<file path="config.mk">
export PLATFORM = sky130hd
export DESIGN_NAME = refratio_lock_det
export DESIGN_NICKNAME = d
export VERILOG_FILES = /design/src/rtl/refratio_pkg.sv /design/src/rtl/refratio_sync.sv /design/src/rtl/refratio_window.sv /design/src/rtl/refratio_judge.sv /design/src/rtl/refratio_lock_det.sv
export SDC_FILE = /design/constraint.sdc
export NUM_CORES = 1
export LEC_CHECK = 0
export BUFFER_PORTS_ARGS = -buffer_cell sky130_fd_sc_hd__buf_2
export CORE_UTILIZATION = 50
export DETAILED_ROUTE_END_ITERATION = 6
export GPL_ROUTABILITY_DRIVEN = 0
export GPL_TIMING_DRIVEN = 0
export PLACE_DENSITY_LB_ADDON = 0.08
export SLEW_MARGIN = 0
export SYNTH_ARGS = -nofsm -noshare
export SYNTH_HDL_FRONTEND = slang
export SYNTH_SLANG_ARGS = --single-unit
</file>
<file path="constraint.sdc">
create_clock -name clk -period 3 [get_ports clk]
set_input_delay 0.3 -clock clk [delete_from_list [all_inputs] [get_ports clk]]
set_output_delay 0.3 -clock clk [all_outputs]
set_load 0.05 [all_outputs]
</file>
<file path="src/rtl/refratio_pkg.sv">
package refratio_pkg;

    typedef enum logic [2:0] {
        ST_SEEK   = 3'd0,
        ST_PEND   = 3'd1,
        ST_LOCKED = 3'd2,
        ST_NOREF  = 3'd3,
        ST_HOLD   = 3'd4
    } lock_state_e;

    typedef enum logic [1:0] {
        RATIO_NONE = 2'b00,
        RATIO_16   = 2'b01,
        RATIO_32   = 2'b10,
        RATIO_128  = 2'b11
    } ratio_e;

    localparam int unsigned NUM_DIV = 3;

endpackage

</file>
<file path="src/rtl/refratio_sync.sv">
module refratio_sync #(
    parameter int          W       = 1,
    parameter logic [W-1:0] RST_VAL = '0
) (
    input  logic         clk,
    input  logic         rst_n,
    input  logic [W-1:0] d_i,
    output logic [W-1:0] q_o
);

    logic [W-1:0] meta_q;
    logic [W-1:0] sync_q;

    always_ff @(posedge clk or negedge rst_n) begin
        if (!rst_n) begin
            meta_q <= RST_VAL;
            sync_q <= RST_VAL;
        end else begin
            meta_q <= d_i;
            sync_q <= meta_q;
        end
    end

    assign q_o = sync_q;

endmodule

</file>
<file path="src/rtl/refratio_window.sv">
module refratio_window #(
    parameter int unsigned WIN     = 4096,
    parameter int unsigned REF_TMO = 8192,
    parameter int unsigned CW      = 18
) (
    input  logic          clk,
    input  logic          rst_n,
    input  logic          restart_i,
    input  logic          ref_lvl_i,
    input  logic          rec_lvl_i,
    output logic          done_o,
    output logic          timeout_o,
    output logic [CW-1:0] count_o
);

    localparam int unsigned RW = (WIN > 1) ? $clog2(WIN) : 1;
    localparam int unsigned TW = $clog2(REF_TMO + 1);

    logic          ref_d, rec_d;
    logic          ref_ev, rec_ev;
    logic          armed_q;
    logic [RW-1:0] ref_cnt_q;
    logic [CW-1:0] rec_cnt_q;
    logic [CW-1:0] rec_inc;
    logic [TW-1:0] tmo_q;

    assign ref_ev  = ref_lvl_i ^ ref_d;
    assign rec_ev  = rec_lvl_i ^ rec_d;
    assign rec_inc = (&rec_cnt_q) ? rec_cnt_q : rec_cnt_q + CW'(1);

    always_ff @(posedge clk or negedge rst_n) begin
        if (!rst_n) begin
            ref_d     <= 1'b0;
            rec_d     <= 1'b0;
            armed_q   <= 1'b0;
            ref_cnt_q <= '0;
            rec_cnt_q <= '0;
            tmo_q     <= '0;
            done_o    <= 1'b0;
            timeout_o <= 1'b0;
            count_o   <= '0;
        end else begin
            ref_d     <= ref_lvl_i;
            rec_d     <= rec_lvl_i;
            done_o    <= 1'b0;
            timeout_o <= 1'b0;
            if (restart_i) begin
                armed_q   <= 1'b0;
                ref_cnt_q <= '0;
                rec_cnt_q <= '0;
                tmo_q     <= '0;
            end else if (ref_ev) begin
                tmo_q <= '0;
                if (!armed_q) begin
                    armed_q   <= 1'b1;
                    ref_cnt_q <= '0;
                    rec_cnt_q <= '0;
                end else if (ref_cnt_q == RW'(WIN - 1)) begin
                    done_o    <= 1'b1;
                    count_o   <= rec_cnt_q;
                    ref_cnt_q <= '0;
                    rec_cnt_q <= rec_ev ? CW'(1) : '0;
                end else begin
                    ref_cnt_q <= ref_cnt_q + RW'(1);
                    if (rec_ev) rec_cnt_q <= rec_inc;
                end
            end else if (tmo_q == TW'(REF_TMO - 1)) begin
                done_o    <= 1'b1;
                timeout_o <= 1'b1;
                count_o   <= '0;
                armed_q   <= 1'b0;
                ref_cnt_q <= '0;
                rec_cnt_q <= '0;
                tmo_q     <= '0;
            end else begin
                tmo_q <= tmo_q + TW'(1);
                if (armed_q && rec_ev) rec_cnt_q <= rec_inc;
            end
        end
    end

endmodule

</file>
<file path="src/rtl/refratio_judge.sv">
module refratio_judge
    import refratio_pkg::*;
#(
    parameter int unsigned WIN       = 4096,
    parameter int unsigned RDIV      = 8,
    parameter int unsigned LOCK_PPM  = 650,
    parameter int unsigned RATIO_PPM = 2000,
    parameter int unsigned CW        = 18
) (
    input  logic [CW-1:0] count_i,
    input  logic          timeout_i,
    output ratio_e        ratio_o,
    output logic          good_o
);

    logic [63:0]         cnt64;
    logic [NUM_DIV-1:0]  hit_ratio;
    logic [NUM_DIV-1:0]  hit_lock;

    assign cnt64 = 64'(count_i);

    for (genvar i = 0; i < NUM_DIV; i++) begin : g_div
        localparam longint unsigned DIV  = (i == 0) ? 64'd16 : ((i == 1) ? 64'd32 : 64'd128);
        localparam longint unsigned EXP  = DIV * 64'(WIN) / 64'(RDIV);
        localparam longint unsigned RTOL = EXP * 64'(RATIO_PPM) / 64'd1000000;
        localparam longint unsigned LTOL = EXP * 64'(LOCK_PPM) / 64'd1000000;
        localparam longint unsigned RLO  = (EXP > RTOL) ? EXP - RTOL : 64'd0;
        localparam longint unsigned LLO  = (EXP > LTOL) ? EXP - LTOL : 64'd0;
        assign hit_ratio[i] = !timeout_i && (cnt64 >= RLO) && (cnt64 <= EXP + RTOL);
        assign hit_lock[i]  = (cnt64 >= LLO) && (cnt64 <= EXP + LTOL);
    end

    always_comb begin
        ratio_o = RATIO_NONE;
        good_o  = 1'b0;
        if (hit_ratio[0]) begin
            ratio_o = RATIO_16;
            good_o  = hit_lock[0];
        end else if (hit_ratio[1]) begin
            ratio_o = RATIO_32;
            good_o  = hit_lock[1];
        end else if (hit_ratio[2]) begin
            ratio_o = RATIO_128;
            good_o  = hit_lock[2];
        end
    end

endmodule

</file>
<file path="src/rtl/refratio_lock_det.sv">
module refratio_lock_det
    import refratio_pkg::*;
#(
    parameter int unsigned WIN       = 4096,
    parameter int unsigned RDIV      = 8,
    parameter int unsigned LOCK_PPM  = 650,
    parameter int unsigned RATIO_PPM = 2000,
    parameter int unsigned REF_TMO   = 8192,
    parameter int unsigned CAL_MIN   = 128
) (
    input  logic       clk,
    input  logic       rst_n,
    input  logic       ref_tog_i,
    input  logic       rec_tog_i,
    input  logic       ltr_n_i,
    input  logic       cal_i,
    output logic       lol_n_o,
    output logic [1:0] ratio_o,
    output logic       reacq_o,
    output logic       ltr_mode_o,
    output logic       win_done_o
);

    localparam int unsigned CW    = $clog2(128 * WIN / RDIV) + 2;
    localparam int unsigned CAL_W = $clog2(CAL_MIN + 1);

    logic [3:0]       sync_q;
    logic             ref_s, rec_s, ltr_s, cal_s;
    logic             done_w, timeout_w;
    logic [CW-1:0]    count_w;
    ratio_e           ratio_w;
    logic             good_w;
    logic [CAL_W-1:0] cal_cnt_q;
    logic             cal_full;
    logic             pub;
    lock_state_e      state_q, state_nx;
    ratio_e           ratio_q;

    // bit order: {cal, ltr_n, rec, ref}; ltr_n idles high
    refratio_sync #(.W(4), .RST_VAL(4'b0100)) u_sync (
        .clk   (clk),
        .rst_n (rst_n),
        .d_i   ({cal_i, ltr_n_i, rec_tog_i, ref_tog_i}),
        .q_o   (sync_q)
    );

    assign ref_s = sync_q[0];
    assign rec_s = sync_q[1];
    assign ltr_s = sync_q[2];
    assign cal_s = sync_q[3];

    refratio_window #(.WIN(WIN), .REF_TMO(REF_TMO), .CW(CW)) u_window (
        .clk       (clk),
        .rst_n     (rst_n),
        .restart_i (state_q == ST_HOLD),
        .ref_lvl_i (ref_s),
        .rec_lvl_i (rec_s),
        .done_o    (done_w),
        .timeout_o (timeout_w),
        .count_o   (count_w)
    );

    refratio_judge #(
        .WIN(WIN), .RDIV(RDIV), .LOCK_PPM(LOCK_PPM), .RATIO_PPM(RATIO_PPM), .CW(CW)
    ) u_judge (
        .count_i   (count_w),
        .timeout_i (timeout_w),
        .ratio_o   (ratio_w),
        .good_o    (good_w)
    );

    // calibrate qualification: count high cycles, saturate at CAL_MIN
    always_ff @(posedge clk or negedge rst_n) begin
        if (!rst_n) begin
            cal_cnt_q <= '0;
        end else if (!cal_s) begin
            cal_cnt_q <= '0;
        end else if (cal_cnt_q != CAL_W'(CAL_MIN)) begin
            cal_cnt_q <= cal_cnt_q + CAL_W'(1);
        end
    end

    assign cal_full = (cal_cnt_q == CAL_W'(CAL_MIN));
    assign pub      = done_w && (state_q != ST_HOLD) && !cal_full;

    // next state
    always_comb begin
        state_nx = state_q;
        unique case (state_q)
            ST_HOLD: begin
                if (!cal_s) state_nx = ST_SEEK;
            end
            ST_SEEK, ST_NOREF: begin
                if (cal_full)                   state_nx = ST_HOLD;
                else if (pub) begin
                    if (ratio_w == RATIO_NONE)  state_nx = ST_NOREF;
                    else if (good_w)            state_nx = ST_PEND;
                    else                        state_nx = ST_SEEK;
                end
            end
            ST_PEND, ST_LOCKED: begin
                if (cal_full)                   state_nx = ST_HOLD;
                else if (pub) begin
                    if (ratio_w == RATIO_NONE)  state_nx = ST_NOREF;
                    else if (good_w)            state_nx = ST_LOCKED;
                    else                        state_nx = ST_SEEK;
                end
            end
        endcase
    end

    // state register
    always_ff @(posedge clk or negedge rst_n) begin
        if (!rst_n) state_q <= ST_SEEK;
        else        state_q <= state_nx;
    end

    // registered outputs
    always_ff @(posedge clk or negedge rst_n) begin
        if (!rst_n) begin
            lol_n_o    <= 1'b0;
            ratio_q    <= RATIO_NONE;
            reacq_o    <= 1'b0;
            ltr_mode_o <= 1'b0;
            win_done_o <= 1'b0;
        end else begin
            lol_n_o    <= (state_nx == ST_LOCKED);
            win_done_o <= pub;
            ltr_mode_o <= !ltr_s;
            reacq_o    <= ltr_s && ((pub && !good_w) ||
                                    (state_q == ST_HOLD && state_nx == ST_SEEK));
            if (state_nx == ST_HOLD) ratio_q <= RATIO_NONE;
            else if (pub)            ratio_q <= ratio_w;
        end
    end

    assign ratio_o = ratio_q;

endmodule

</file>
Yosys cells after proc, flatten, opt, wreduce, memory -nomap -nowiden

Cells that the tools add are included.

Input bits: 6
Logic and storage cells: 135
Bits in registers: 92

$add $sub $neg: 4
Eq/ne operators: 15
Reduce and logical (&&, ||, !) cells: 32
Magnitude comparators: 12
Bitwise logic cells: 3
Muxes and demuxes: 51

Operator list:

| cell                  | number |
|---|---|
| $mux 18               | 12 |
| $mux 12               | 5 |
| $mux 14               | 3 |
| $ge 18x13->1 const B  | 2 |
| $ge 18x14->1 const B  | 2 |
| $ge 18x16->1 const B  | 2 |
| $le 18x14->1 const B  | 2 |
| $le 18x15->1 const B  | 2 |
| $le 18x17->1 const B  | 2 |
| $add 18x1->18 const B | 1 |
| $reduce_and 18->1     | 1 |
| $mux 2                | 8 |
| $mux 8                | 2 |
| $logic_and 1x1->1     | 15 |
| $mux 1                | 15 |
| $mux 3                | 5 |
| $add 14x1->14 const B | 1 |
| $eq 14x13->1 const B  | 1 |
| $add 12x1->12 const B | 1 |
| $eq 12x12->1 const B  | 1 |
| $eq 3x2->1 const B    | 3 |
| $pmux 3 s3            | 1 |
| $add 8x1->8 const B   | 1 |
| $eq 8x8->1 const B    | 1 |
| other kinds (18)      | 28 |

Longest topological paths before layout

Depth after elaboration: 15
Mapped depth: 10

By module

Synthesis repeated with hierarchy kept, for this count alone.

Cell total of the unflattened synthesis: 497
Area, all modules: 4,952.2 sq um

By module, submodules not included:

| module            | cells each | seq. area each (sq um) | area each (sq um) | instances |
|---|---|---|---|---|
| refratio_window   | 352        | 1,676.6                | 3,489.6           | 1 |
| refratio_lock_det | 80         | 425.4                  | 892.1             | 1 |
| refratio_judge    | 57         | 0.0                    | 367.9             | 1 |
| refratio_sync     | 8          | 202.7                  | 202.7             | 1 |

Least setup slack after synthesis

Ideal clock, no wire load.

Kind: flip-flop to flip-flop
Start point: reg u_window.tmo_q[0]
End point: reg u_window.rec_cnt_q[16]
Arrival time: 2.145 ns
Setup slack: 0.734 ns
Clock period less this slack: 2.266 ns
Cell stages (with the launch flop): 9
Setup time: 0.121 ns
Path through: dfrtp_1 ha_1 nand4_1 or4_4 nand2_1 o21ai_1 or4b_1 o21ai_0 nor2_1

Longest elaborated chain between the ends: 4

RTL lines:

| item                     | RTL line              | text |
|---|---|---|
| start: declaration       | refratio_window.sv:25 | `logic [TW-1:0] tmo_q;` |
| start signal: assignment | refratio_window.sv:76 | `tmo_q <= tmo_q + TW'(1);` |
| $eq 14x13->1 (*)         | refratio_window.sv:67 | `end else if (tmo_q == TW'(REF_TMO - 1)) begin` |
| $mux 18                  | refratio_window.sv:67 |  |
| $mux 18                  | refratio_window.sv:52 | `end else if (ref_ev) begin` |
| $mux 18                  | refratio_window.sv:47 | `if (restart_i) begin` |
| end signal: assignment   | refratio_window.sv:62 | `rec_cnt_q <= rec_ev ? CW'(1) : '0;` |
| end signal: assignment   | refratio_window.sv:65 | `if (rec_ev) rec_cnt_q <= rec_inc;` |
| end signal: assignment   | refratio_window.sv:77 | `if (armed_q && rec_ev) rec_cnt_q <= rec_inc;` |
| end: declaration         | refratio_window.sv:23 | `logic [CW-1:0] rec_cnt_q;` |

Mark *: on every way between the ends. The rest lies on a longest branch, timed or not.
A chain may end at the register's enable or synchronous reset.

Worst setup path in the final report

Ends and elaborated chain as after synthesis.

==> impl_metrics.toml <==
[run_status]
run_status = "finished, violations left"
violations = "DRC"

[timing]
final.setup_skew_ns = 0.0119
slew_headroom = 0.611
rsz0062_at_grt = "false"
final_max_slew_viol_count = 0
setup_viol = 0
final.setup.tns_ns = 0
fin_crit_sh = 0.879
final_hold_viol_count = 0
tightest_slew_ns = 0.581
period_minus_slack_ns = 2.64
max_freq_mhz = 379

[clocking]
clock-root-buffer = "clkbuf_8"
h-tree-depth = 3
clkTransAtPathRegs_ns = 0.09
worstSkewPairLatency_ns = 0.36
cts_made_buffers = 9
clock_sinks = 92
cts-resized-gates = 0
tritoncts = "done"
clock_path_buffers = 2

[worst_setup_path]
crit_chain = "ha_1, nand4_1, or4_4, nand2_1, o21ai_1, or4b_1, o21ai_0, nor2_1"
crit_type = "reg2reg"
crit_family = "simple AND/OR/NAND/NOR gates"
reg2reg_to = "u_window.rec_cnt_q[16]"
timing.rr.start = "u_window.tmo_q[0]"
cp-end-kind = "flop"
cp_slowest_cell = "or4_4"
cpPeakStageDelay_ns = 0.55
r2r_cells = 8
worstPathRequired_ns = 3.24
path_buf_inv = 0
critPathLaunchType = "flop"
r2r_slack_ns = 0.36
path_max_fanout = 6
arrival_ns = 2.88

[synth]
yosysTopAreaCellShare = 0.490
syn_area_per_cell_um2 = 9.86
ys_top_cells_by_area = "dfrtp_1 (49%), nor2_1 (4.2%), a22o_1 (3.6%), nand2_1 (3.4%), xnor2_1 (3.4%)"
ys_seq_area_frac = 0.501
yosysUniqueCellTypes = 59
yosysTopAreaCell = "dfrtp_1"
mappedNetlistNets = 477
yosysWarnings = 0
ys_ff_latch = 92
netlist_instances = 466
synthFlopType = "dfrtp_1"
syn_area_um2 = 4600
async_reset_ff_frac = 1.00
synth_edf_count = 0

[cells_and_area]
multi_input_area_um2 = 2170
drive_above_1_share = 0.105
antenna-diode-count = 0
fin_util = 0.568
fillCellCount = 793
final_nets = 501
seq_area_um2 = 2300
stdcell_count = 603
area_growth_pct = 8.79

[drt]
routed_via_density = 5.79
drt_first_pass_iters = 6
num_vias = 3494
drtIter0Drc = 121
antenna_left = 0
wire_per_inst_um = 14.9
drc_errors = 1
routed_wl_um = 8990

[hold_path]
whs_endpoint = "u_sync.meta_q[2]"
hold_path.class = "in2reg"
min_path_cells = 1
min_from = "ltr_n_i"

[floorplan]
die_area_um2 = 9580
core-area_um2 = 8810
dieHeight_um = 97.9
fp.dieW_um = 97.9
num_rows = 34
ios = 12
start_util = 0.522

[global_route]
grt_usage = 0.206
grt_antenna_before_repair = 0
grt_first_pass_wirelength_um = 15900
grt_pass1_vias = 3296
grt_overflow = 0
grt_max_degree = 75

[placed_design]
dpl.hpwl_um = 6400
port_buffers = 11
dp_cells = 586

[pwr]
power.total_uw = 2330
p_per_area_nw_per_um2 = 467
vdd.ir_drop.worst_mv = 0.280
leakagePower_uw = 0.00218

[job]
drv_cap = 0
-- area by class of cell --
type                       instances  share of cell area
multi-input combinational        345               0.433
clock inverter                     7              0.0100
tap                              108              0.0270
buffer                            14              0.0138
clock buffer                       9              0.0248
sequential                        92               0.461
inverter                          15              0.0113
timing repair buffer              13              0.0190
-- metrics by stage --
stage                     instance area [um^2]  setup slack (ns)  hold slack, ns
after floorplan                           4600             0.734         0.00441
after global placement                    4790             0.418           0.333
after detailed placement                  4820             0.395           0.200
after CTS                                 5000             0.371          0.0127
after global routing                      5000             0.132          0.0136
final                                     5000             0.364          0.0317
-- per-layer routing --
| layer | share of wire | GRT usage |
|---|---|---|
| met5 | 0 | 0 |
| met4 | 0.012 | 0.0629 |
| met3 | 0.032 | 0.0344 |
| met2 | 0.45 | 0.319 |
| met1 | 0.50 | 0.298 |
-- flip-flops by register name, indices dropped and copies added, names as in the netlist --
register	cells
u_window.count_o	18
u_window.rec_cnt_q	18
u_window.tmo_q	14
u_window.ref_cnt_q	12
cal_cnt_q	8
u_sync.meta_q	4
u_sync.q_o	4
state_q	3
ratio_o	2
lol_n_o	1
ltr_mode_o	1
reacq_o	1
u_window.armed_q	1
u_window.done_o	1
u_window.rec_d	1
u_window.ref_d	1
u_window.timeout_o	1
win_done_o	1
-- kinds of logic (layout without fill, tap and decap cells) --
logic type	count (synthesis)	count (layout)	synth area share
AOI/OAI and AO/OA	86	86	0.132
xor gates and xnor gates	33	33	0.0629
adders and majority gates	5	5	0.0136
buffers and inverters	29	58	0.0272
DFF	92	92	0.501
and+or+nand+nor	221	221	0.263
-- cells in the mapped netlist (2+ instances only) --
cell,instances
o21ai_0,25
and2_1,9
dfstp_2,2
nor4_1,6
clkbuf_1,6
nand2b_1,4
and4b_1,3
nor3_2,4
nand4_1,14
nor4b_1,5
buf_2,7
or4_4,4
a22o_1,19
or4_1,5
xnor2_1,18
nand2_1,42
dfrtp_1,90
o21ai_1,3
a21oi_1,16
or2_2,2
a21o_1,4
nand3_1,26
inv_1,15
ha_1,5
nor2_1,51
o41ai_1,2
or4b_1,2
nor3_1,10
nand3b_1,3
nand4bb_1,2
xor2_1,15
and4_1,2
and3_1,11
or3_1,9
-- placed cells by master (no fill, tap or decap), types with 3 or more instances in the layout --
master,n
dfrtp_1,90
nor2_1,51
nand2_1,42
nand3_1,26
o21ai_0,25
a22o_1,19
xnor2_1,18
buf_2,17
a21oi_1,16
inv_1,15
xor2_1,15
nand4_1,14
and3_1,11
nor3_1,10
and2_1,9
or3_1,9
clkbuf_8,9
clkbuf_1,6
nor4_1,6
nor4b_1,5
or4_1,5
ha_1,5
or4_4,4
a21o_1,4
nand2b_1,4
nor3_2,4
and4b_1,3
nand3b_1,3
o21ai_1,3
clkinv_2,3
-- worst max-delay path by stage --
stage                     startpoint                      to  slack [ns]  depth (start not counted)
2_1_floorplan      u_window.tmo_q[0]  u_window.rec_cnt_q[16]        0.73                          8
3_3_place_gp       u_window.tmo_q[0]   u_window.rec_cnt_q[8]        0.42                          7
3_5_place_dp   u_window.ref_cnt_q[0]    u_window.count_o[10]        0.40                         10
4_1_cts        u_window.ref_cnt_q[0]    u_window.count_o[10]        0.37                         10
5_1_grt        u_window.ref_cnt_q[0]     u_window.count_o[0]        0.13                         10
6_report           u_window.tmo_q[0]  u_window.rec_cnt_q[16]        0.36                          8
-- where the power goes --
group / leakage [uW] / total, uW / switching (uW) / internal, uW
clock: 0.0000937 / 760 / 454 / 306
sequential: 0.00124 / 1360 / 65.5 / 1300
combinational: 0.000848 / 209 / 129 / 79.7
-- what timing repair did --
item,4_1_cts,5_1_grt
endpoints found under the hold margin,18,0
hold buffers,1,0
setup buffers,0,0
Power figures use the tool's default switching activity.
